$ cat src/rtl/strop_pkg.sv
package strop_pkg;

  typedef enum logic [2:0] {
    CMD_CPYF = 3'd0,
    CMD_CPYB = 3'd1,
    CMD_CPYZ = 3'd2,
    CMD_FILL = 3'd3,
    CMD_SUNT = 3'd4,
    CMD_SWHL = 3'd5,
    CMD_SCMP = 3'd6,
    CMD_BAD  = 3'd7
  } cmd_e;

  typedef enum logic [1:0] {
    FL_NONE,
    FL_UNTIL,
    FL_WHILE,
    FL_CMP
  } flag_e;

  // strobes from the sequencer to the datapath
  typedef struct packed {
    logic  load;
    logic  rdReq;
    logic  wrReq;
    logic  addrR2;
    logic  useSize;
    logic  wrFromMem;
    logic  stepR1;
    logic  stepR2;
    logic  stepBack;
    logic  stepElt;
    logic  decR3;
    logic  latchA;
    flag_e flagMode;
  } strobe_t;

  // conditions reported back by the datapath
  typedef struct packed {
    logic lastElt;
    logic eltEq;
    logic byteNul;
    logic aNul;
    logic bytesEq;
  } status_t;

endpackage

$ cat src/rtl/strop_datapath.sv
module strop_datapath
  import strop_pkg::*;
#(
  parameter int REG_W  = 32,
  parameter int CNT_W  = 16,
  parameter int LANE_W = 32
) (
  input  logic              clk,
  input  logic              rstN,
  input  strobe_t           stb,
  input  logic [REG_W-1:0]  r1In,
  input  logic [REG_W-1:0]  r2In,
  input  logic [CNT_W-1:0]  r3In,
  input  logic [1:0]        sizeIn,
  input  logic [LANE_W-1:0] memRdata,
  output logic [REG_W-1:0]  memAddr,
  output logic [1:0]        memSize,
  output logic              memRe,
  output logic              memWe,
  output logic [LANE_W-1:0] memWdata,
  output logic [REG_W-1:0]  r1,
  output logic [REG_W-1:0]  r2,
  output logic [CNT_W-1:0]  r3,
  output logic              flagZ,
  output logic              flagC,
  output status_t           status
);

  logic [1:0]        sizeReg;
  logic [7:0]        tmpA;
  logic [LANE_W-1:0] eltRaw;
  logic [REG_W-1:0]  eltVal;
  logic [REG_W-1:0]  stepAmt;
  logic [7:0]        curByte;

  always_comb begin
    case (sizeReg)
      2'd0:    eltRaw = LANE_W'(memRdata[7:0]);
      2'd1:    eltRaw = LANE_W'(memRdata[15:0]);
      default: eltRaw = memRdata;
    endcase
  end

  assign eltVal  = REG_W'(eltRaw);
  assign curByte = memRdata[7:0];
  assign stepAmt = stb.stepElt ? (REG_W'(1) << sizeReg) : REG_W'(1);

  assign memAddr  = stb.addrR2 ? r2 : r1;
  assign memSize  = stb.useSize ? sizeReg : 2'd0;
  assign memRe    = stb.rdReq;
  assign memWe    = stb.wrReq;
  assign memWdata = stb.wrFromMem ? LANE_W'(curByte) : r2[LANE_W-1:0];

  assign status.lastElt = (r3 == CNT_W'(1));
  assign status.eltEq   = (eltVal == r2);
  assign status.byteNul = (curByte == 8'd0);
  assign status.aNul    = (tmpA == 8'd0);
  assign status.bytesEq = (tmpA == curByte);

  always_ff @(posedge clk) begin
    if (!rstN) begin
      r1      <= '0;
      r2      <= '0;
      r3      <= '0;
      sizeReg <= '0;
      tmpA    <= '0;
      flagZ   <= 1'b0;
      flagC   <= 1'b0;
    end else begin
      if (stb.load) begin
        r1      <= r1In;
        r2      <= r2In;
        r3      <= r3In;
        sizeReg <= sizeIn;
      end else begin
        if (stb.stepR1) r1 <= stb.stepBack ? r1 - stepAmt : r1 + stepAmt;
        if (stb.stepR2) r2 <= stb.stepBack ? r2 - REG_W'(1) : r2 + REG_W'(1);
        if (stb.decR3)  r3 <= r3 - CNT_W'(1);
        if (stb.latchA) tmpA <= curByte;
      end
      case (stb.flagMode)
        FL_UNTIL: begin
          flagZ <= status.eltEq;
          flagC <= (eltVal <= r2);
        end
        FL_WHILE: begin
          flagZ <= status.lastElt;
          flagC <= (eltVal <= r2);
        end
        FL_CMP: begin
          flagZ <= status.bytesEq;
          flagC <= (tmpA >= curByte);
        end
        default: ;
      endcase
    end
  end

  // the count is never stepped past zero
  p_no_overflow_r3: assert property (@(posedge clk) disable iff (!rstN)
    stb.decR3 |-> r3 != '0);

  // a single port, never read and write together
  p_single_access_r11: assert property (@(posedge clk) disable iff (!rstN)
    !(memRe && memWe));

  // a write that copies takes the byte returned by the read one cycle before
  p_copy_data_r11: assert property (@(posedge clk) disable iff (!rstN)
    (memWe && stb.wrFromMem) |-> $past(memRe));

endmodule

$ cat src/rtl/strop_control.sv
module strop_control
  import strop_pkg::*;
(
  input  logic       clk,
  input  logic       rstN,
  input  logic       start,
  input  logic [2:0] cmd,
  input  logic [1:0] size,
  input  logic       r3InZero,
  input  status_t    status,
  output strobe_t    stb,
  output logic       busy,
  output logic       done,
  output logic       err
);

  typedef enum logic [2:0] {
    S_IDLE, S_RDA, S_RDB, S_WR, S_EVAL, S_FIN, S_ERR
  } state_e;

  state_e state, nextState;
  cmd_e   cmdReg;
  logic   illegal;
  logic   stop;

  assign illegal = (cmd == CMD_BAD) || (size == 2'd3);

  always_comb begin
    stb       = '0;
    nextState = state;
    stop      = 1'b0;
    case (state)
      S_IDLE: begin
        if (start) begin
          if (illegal) begin
            nextState = S_ERR;
          end else begin
            stb.load = 1'b1;
            if (r3InZero)                  nextState = S_FIN;
            else if (cmd == CMD_FILL)      nextState = S_WR;
            else                           nextState = S_RDA;
          end
        end
      end
      S_RDA: begin
        stb.rdReq = 1'b1;
        case (cmdReg)
          CMD_SUNT, CMD_SWHL: begin
            stb.useSize = 1'b1;
            nextState   = S_EVAL;
          end
          CMD_SCMP: nextState = S_RDB;
          default: begin
            stb.addrR2 = 1'b1;
            nextState  = S_WR;
          end
        endcase
      end
      S_RDB: begin
        stb.rdReq  = 1'b1;
        stb.addrR2 = 1'b1;
        stb.latchA = 1'b1;
        nextState  = S_EVAL;
      end
      S_WR: begin
        stb.wrReq  = 1'b1;
        stb.stepR1 = 1'b1;
        stb.decR3  = 1'b1;
        if (cmdReg == CMD_FILL) begin
          stb.useSize = 1'b1;
          stb.stepElt = 1'b1;
          stop        = status.lastElt;
          nextState   = stop ? S_FIN : S_WR;
        end else begin
          stb.wrFromMem = 1'b1;
          stb.stepR2    = 1'b1;
          stb.stepBack  = (cmdReg == CMD_CPYB);
          stop = status.lastElt || ((cmdReg == CMD_CPYZ) && status.byteNul);
          nextState = stop ? S_FIN : S_RDA;
        end
      end
      S_EVAL: begin
        stb.stepR1 = 1'b1;
        stb.decR3  = 1'b1;
        if (cmdReg == CMD_SCMP) begin
          stb.stepR2 = 1'b1;
          stop = status.lastElt || !status.bytesEq || status.aNul;
          if (stop) stb.flagMode = FL_CMP;
        end else begin
          stb.stepElt = 1'b1;
          stb.useSize = 1'b1;
          if (cmdReg == CMD_SUNT) begin
            stop = status.lastElt || status.eltEq;
            if (stop) stb.flagMode = FL_UNTIL;
          end else begin
            stop = status.lastElt || !status.eltEq;
            if (stop) stb.flagMode = FL_WHILE;
          end
        end
        nextState = stop ? S_FIN : S_RDA;
      end
      default: nextState = S_IDLE;
    endcase
  end

  always_ff @(posedge clk) begin
    if (!rstN) begin
      state  <= S_IDLE;
      cmdReg <= CMD_CPYF;
    end else begin
      state <= nextState;
      if (stb.load) cmdReg <= cmd_e'(cmd);
    end
  end

  assign busy = (state != S_IDLE);
  assign done = (state == S_FIN);
  assign err  = (state == S_ERR);

  // illegal command or size is rejected at once, without touching memory
  p_illegal_err_r10: assert property (@(posedge clk) disable iff (!rstN)
    (state == S_IDLE && start && illegal) |=> (err && !stb.rdReq && !stb.wrReq));

  // a stored zero byte ends the NUL-terminated copy
  p_nul_stop_r4: assert property (@(posedge clk) disable iff (!rstN)
    (state == S_WR && cmdReg == CMD_CPYZ && status.byteNul) |=> done);

  // flags are written only on the final element of a search or compare
  p_flag_final_r6: assert property (@(posedge clk) disable iff (!rstN)
    (stb.flagMode != FL_NONE) |=> done);

endmodule

$ cat src/rtl/strop_engine.sv
module strop_engine
  import strop_pkg::*;
#(
  parameter int REG_W = 32,
  parameter int CNT_W = 16
) (
  input  logic             clk,
  input  logic             rstN,
  input  logic             start,
  input  logic [2:0]       cmd,
  input  logic [1:0]       size,
  input  logic [REG_W-1:0] r1In,
  input  logic [REG_W-1:0] r2In,
  input  logic [CNT_W-1:0] r3In,
  output logic             busy,
  output logic             done,
  output logic             err,
  output logic [REG_W-1:0] r1Out,
  output logic [REG_W-1:0] r2Out,
  output logic [CNT_W-1:0] r3Out,
  output logic             flagZ,
  output logic             flagC,
  output logic [REG_W-1:0] memAddr,
  output logic [1:0]       memSize,
  output logic             memRe,
  output logic             memWe,
  output logic [31:0]      memWdata,
  input  logic [31:0]      memRdata
);

  localparam int LANE_W = 32;

  strobe_t stb;
  status_t status;

  strop_control u_ctrl (
    .clk      (clk),
    .rstN     (rstN),
    .start    (start),
    .cmd      (cmd),
    .size     (size),
    .r3InZero (r3In == '0),
    .status   (status),
    .stb      (stb),
    .busy     (busy),
    .done     (done),
    .err      (err)
  );

  strop_datapath #(.REG_W(REG_W), .CNT_W(CNT_W), .LANE_W(LANE_W)) u_dp (
    .clk      (clk),
    .rstN     (rstN),
    .stb      (stb),
    .r1In     (r1In),
    .r2In     (r2In),
    .r3In     (r3In),
    .sizeIn   (size),
    .memRdata (memRdata),
    .memAddr  (memAddr),
    .memSize  (memSize),
    .memRe    (memRe),
    .memWe    (memWe),
    .memWdata (memWdata),
    .r1       (r1Out),
    .r2       (r2Out),
    .r3       (r3Out),
    .flagZ    (flagZ),
    .flagC    (flagC),
    .status   (status)
  );

  // zero count finishes next cycle, quietly, with flags kept
  p_zero_count_r1: assert property (@(posedge clk) disable iff (!rstN)
    (!busy && start && cmd != 3'd7 && size != 2'd3 && r3In == '0)
      |=> (done && $stable({flagZ, flagC}) && !memRe && !memWe));

endmodule

$ cat config.mk
export PLATFORM = sky130hd
export DESIGN_NAME = strop_engine
export DESIGN_NICKNAME = d
export VERILOG_FILES = /design/src/rtl/strop_pkg.sv /design/src/rtl/strop_datapath.sv /design/src/rtl/strop_control.sv /design/src/rtl/strop_engine.sv
export SDC_FILE = /design/constraint.sdc
export NUM_CORES = 1
export LEC_CHECK = 0
export BUFFER_PORTS_ARGS = -buffer_cell sky130_fd_sc_hd__buf_2
export CORE_MARGIN = 2
export CORE_UTILIZATION = 35
export CTS_CLUSTER_DIAMETER = 80
export DETAILED_ROUTE_END_ITERATION = 7
export PLACE_DENSITY = 0.65
export SLEW_MARGIN = 10
export SYNTH_ARGS = -nofsm -noshare
export SYNTH_HDL_FRONTEND = slang
export SYNTH_SLANG_ARGS = --single-unit
$ cat constraint.sdc
create_clock -name clk -period 5.94 [get_ports clk]
set_clock_uncertainty 0.2 [all_clocks]
set_input_delay 0.891 -clock clk [delete_from_list [all_inputs] [get_ports clk]]
set_output_delay 0.891 -clock clk [all_outputs]
set_load 0.01 [all_outputs]
# Word level (Yosys, flattened, before mapping)
# Index checks and enable logic that the tools add are counted.
totals:
  word_cells: 119
  in_bits: 120
  ff_bits: 98
op_classes:
  n_lt_le_gt_ge: 2
  add_sub_neg: 5
  reduce_logical: 25
  bitwise: 1
  muxes: 53
  n_shift: 1
  n_eq_ne: 23
ops:
  columns: ["operator", "count"]
  rows:
  - ["$mux W32", 9]
  - ["$pmux W32 S2", 1]
  - ["$add A32 B1 Y32 const B", 1]
  - ["$add A32 B32 Y32", 1]
  - ["$eq A32 B32 Y1", 1]
  - ["$le A32 B32 Y1", 1]
  - ["$mux W16", 2]
  - ["$shl A1 B2 Y32 const A", 1]
  - ["$sub A32 B1 Y32 const B", 1]
  - ["$sub A32 B32 Y32", 1]
  - ["$eq A3 B3 Y1 const B", 7]
  - ["$mux W3", 7]
  - ["$mux W1", 18]
  - ["$eq A16 B1 Y1 const B", 1]
  - ["$logic_not A16 Y1", 1]
  - ["$logic_not A8 Y1", 2]
  - ["$mux W2", 8]
  - ["$sub A16 B1 Y16 const B", 1]
  - ["$eq A3 B2 Y1 const B", 5]
  - ["$pmux W3 S5", 1]
  - ["$eq A8 B8 Y1", 1]
  - ["$ge A8 B8 Y1", 1]
  - ["$pmux W2 S2", 2]
  - ["$reduce_bool A2 Y1", 4]
  - ["17 further kinds", 32]

# Longest topological paths before layout
logic_depth:
  ltp_word: 12
  ltp_mapped: 23
  depth_no_buf: 20

# Cells and area by module
# A second synthesis with hierarchy kept.
unflattened:
  cells_unflattened: 1390
  hier_area_um2: 10267.3
by_module_without_submodules:
  columns: ["mod", "n_inst", "area_each_um2", "cells_each"]
  rows:
  - ["strop_datapath", 1, 9626.7, 1299]
  - ["strop_control", 1, 606.8, 86]
  - ["strop_engine", 1, 33.8, 5]

# Least setup slack after synthesis
# No wires, ideal clock.
synth_path:
  path_kind: "register to register"
  startpoint: "register u_ctrl.state[0]"
  endpoint: "register u_dp.r1[24]"
  required_time_ns: 5.626
  slack_ns: 0.511
  n_path_buf: 2
  stages_incl_launch_ff: 20
  arrival_ns: 5.114
  path_cell_list: "dfxtp_1 clkbuf_1 nor2b_1 and2_1 clkbuf_1 nand3_1 inv_1 nor2_1 a21oi_1 ha_1 a21oi_1 nor2b_1 a311o_2 a22o_2 a31oi_2 o21ai_1 a21o_1 a221oi_2 xor2_1 a2111oi_0"
synth_via:
  elab_chain_cells: 7
synth_lines:
  columns: ["element", "line", "rtl"]
  rows:
  - ["start, declared", "strop_control.sv:21", "state_e state, nextState;"]
  - ["start signal, assigned", "strop_control.sv:111", "state <= nextState;"]
  - ["$eq A3 B3 Y1 / $eq A3 B2 Y1 (equally long branches)", "strop_control.sv:32", "case (state)"]
  - ["$pmux W2 S2", "strop_control.sv:32", null]
  - ["$mux W32", "strop_datapath.sv:46", "assign stepAmt = stb.stepElt ? (REG_W'(1) << sizeReg) : REG_W'(1);"]
  - ["$add A32 B32 Y32 / $sub A32 B32 Y32 (equally long branches)", "strop_datapath.sv:76", "if (stb.stepR1) r1 <= stb.stepBack ? r1 - stepAmt : r1 + stepAmt;"]
  - ["$mux W32 (2 in series)", "strop_datapath.sv:76", null]
  - ["$mux W32", "strop_datapath.sv:70", "if (stb.load) begin"]
  - ["end signal, assigned", "strop_datapath.sv:71", "r1 <= r1In;"]
  - ["end signal, assigned", "strop_datapath.sv:76", null]
  - ["end, declared", "strop_datapath.sv:21", "output logic [REG_W-1:0] r1,"]
# Several ways; a longest one is shown, not always the timed one. The select of a mux whose other input is x is not followed.
# A chain may end at the register's enable or synchronous reset.

# Final worst setup path
layout_path:
  startpoint: "register u_ctrl.state[2]"
  endpoint: "register u_dp.r1[24]"
# The elaborated chain is that of the path after synthesis.

==> flow_summary.yaml <==
yosys:
  post_synth_edffs: 0
  yosys_register_bits: 98
  post_synth_inst_count: 1234
  synth_cell_types: 80
  ys_warn_count: 0
  synthesis.area_per_instance_um2: 7.61
  synth_flop_cell: "sky130_fd_sc_hd__dfxtp_1"
  yosys.area.top_type: "sky130_fd_sc_hd__dfxtp_1"
  synthDominantCellAreaShare_pct: 20.9
  synth-seq-area-share_pct: 20.9
  synth_net_count: 1463
  ys_top_cells_by_area: "sky130_fd_sc_hd__dfxtp_1 21%, sky130_fd_sc_hd__ha_1 14%, sky130_fd_sc_hd__a21oi_1 6.8%"
  synthMostInstantiatedCell: "sky130_fd_sc_hd__a21oi_1"
  synthArstFlopShare_pct: 0
  synth_area_mm2: 0.00940
  synthTopCellsByCount: "127 x sky130_fd_sc_hd__a21oi_1, 107 x sky130_fd_sc_hd__ha_1, 103 x sky130_fd_sc_hd__nor2_1, 98 x sky130_fd_sc_hd__dfxtp_1, 95 x sky130_fd_sc_hd__nand2_1"
clocking:
  tritoncts_num_sinks: 98
  worst_setup_hold_path_clk_slew_ps: 80
  cts_root_buf: "sky130_fd_sc_hd__clkbuf_16"
  htree_levels: 3
  cts_buffer_depth: 2
  clock_latency_ps: 370
  tritoncts: "built"
  cts_hold_buffers: 0
  postCtsResizedCells: 0
  post_cts_setup_bufs: 0
  cts-buffers-inserted: 9
grt:
  grt_start_max_net_pins: 74
  first_global_vias: 9390
  grt_pass1_wl_um: 52100
  initial_antenna_violation_count: 2
  grt_usage_pct: 23.3
  grt-ovfl-total: 0
timing:
  layout_min_cycle_time_ps: 5400
  rsz0062_at_grt: "false"
  max_slew_margin_pct: 21.8
  setup_viol: 0
  achievable-frequency_mhz: 185
  timing_hold_violations_final: 0
  fin_setup_tns_ps: 0
  worst_hold_slack_ps: 286
  drv_slew: 0
  tightestPinTransition_ps: 1170
  final.period_utilization_pct: 90.9
place:
  io_buffer_count: 272
  dpl.cell_count: 1796
  gp_congestion: 0.898
  post-dp-hpwl_um: 26100
detailed_routing:
  drt-pass1-iter-count: 7
  final_antenna_net_count: 0
  post_drt_wl_per_cell_um: 18.9
  drc_marker_count_from_the_first_detailed_route_iteration: 792
  routed_via_density: 5.69
  drcViolationCount: 0
  dr_total_vias: 10308
  finalWirelength_um: 34300
finish:
  drive_gt1_share_pct: 24.0
  fin_nets: 1701
  final_cell_count_no_fill: 1813
  area_delta_synth_final_pct: 20.9
die:
  die_w_um: 168
  chipHeight_um: 168
  io_pins: 273
  start_util_pct: 35.9
  site_rows: 59
  design.die.area_mm2: 0.0282
  core_box_area_mm2: 0.0262
worst_setup_path:
  crit_path_cell_trace: "inv_1 > nor3_1 > a31oi_1 > o22ai_1 > o21ai_0 > inv_1 > ha_1 > nor2_1 > a21oi_1 > buf_4 > ha_1 > a21oi_1 > nor2b_1 > a311o_2 > a22o_2 > a31oi_2 > o21ai_1 > a21o_1 > a221oi_2 > xor2_1 > a2111oi_0"
  worst_path_max_delay_cell: "sky130_fd_sc_hd__dfxtp_1"
  worst-path-max-fanout: 14
  worst_setup_path_start_kind: "register"
  timing_worst_setup_path_type: "register to register"
  critical_path.endpoint_type: "register"
  critical-path-max-stage-delay_ps: 560
  worst-endpoint-arrival_ps: 5450
  worst-endpoint-required_ps: 5990
min_path:
  hold_path_class: "register to register"
power_and_ir_drop:
  max-vdd-ir-drop_mv: 0.138
  p_leak_uw: 0.00556
  power_density_mw_per_mm2: 363
run:
  drv_cap: 0
outcome:
  run_status: "finished clean"
==> layout by cell type (no fill, tap or decap), drive strengths merged, types with 25 or more instances in the layout <==
cell and instances:
xnor2 26, ha 107, and2 47, dfxtp 98, o21ai 75, buf 283, nand2 95, nand3 25
nor2 103, a21oi 129, inv 74, a21o 42, mux2 32
==> metrics by stage <==
step                worst slack, ps  util (%)  power (µW)  area, µm²
finish                          541      43.4        4120      11400
global route                    143      43.4        4440      11400
CTS                             616      43.3        4130      11400
detailed placement              647      42.2        3520      11100
global placement                830      42.2        3480      11100
floorplan                       511         -        2630       9400
==> state kept, by name, summed over array words and instances (netlist names) <==
register / cells
u_ctrl.state: 3
u_dp.tmpA: 8
u_dp.sizeReg: 2
u_dp.flagZ: 1
u_dp.r2: 32
u_dp.flagC: 1
u_ctrl.cmdReg: 3
u_dp.r3: 16
u_dp.r1: 32
==> path summary, 6_finish.rpt <==
path                   startpoint     endpoint  slack (ps)  cells past startpoint
setup / recovery  u_ctrl.state[2]  u_dp.r1[24]         540                     21
hold / removal        u_dp.r3[13]  u_dp.r3[13]         290                      2
setup reg to reg  u_ctrl.state[2]  u_dp.r1[24]         540                     21
hold reg to reg       u_dp.r3[13]  u_dp.r3[13]         290                      2
==> cell type report <==
cell class	instances	area (µm²)
antenna	1	2.50
clock buffer	10	239
clock inverter	6	50.0
fill	2680	14800
inverter	73	274
multi-input combinational	1007	6970
sequential	98	1960
tap	335	419
timing repair buffer	283	1440
==> layer usage <==
layer / GRT usage [%] / wire (µm) / vias up
li1: - / - / 5039
met1: 34.0 / 16500 / 4846
met2: 35.9 / 15000 / 383
met3: 3.34 / 2220 / 38
met4: 6.20 / 613 / 2
met5: 0 / 13 / -
==> where the power goes <==
group / switching [µW] / leakage [µW] / internal (µW)
sequential: 356 / 0.000803 / 846
clock: 299 / 0.000135 / 300
combinational: 1360 / 0.00462 / 961
==> kinds of logic (layout without fill, tap and decap cells) <==
logic type,Yosys count,after routing,synth area share [%]
muxes,45,45,5.22
adders and majority gates,109,109,14.7
xor gates and xnor gates,42,42,3.91
and+or+nand+nor,398,398,20.9
buffers and inverters,129,372,5.22
DFF,98,98,20.9
other,0,1,0
AOI/OAI and AO/OA,413,413,29.2
==> worst max-delay path, delay by kind of cell (launching register included) <==
kind / cells / cell delay [ps]
AOI/OAI and AO/OA: 12 / 2890
xor gates and xnor gates: 1 / 90
adders and majority gates: 2 / 470
buffers and inverters: 3 / 540
DFF: 1 / 560
and+or+nand+nor: 3 / 530
Power figures use the tool's default switching activity.
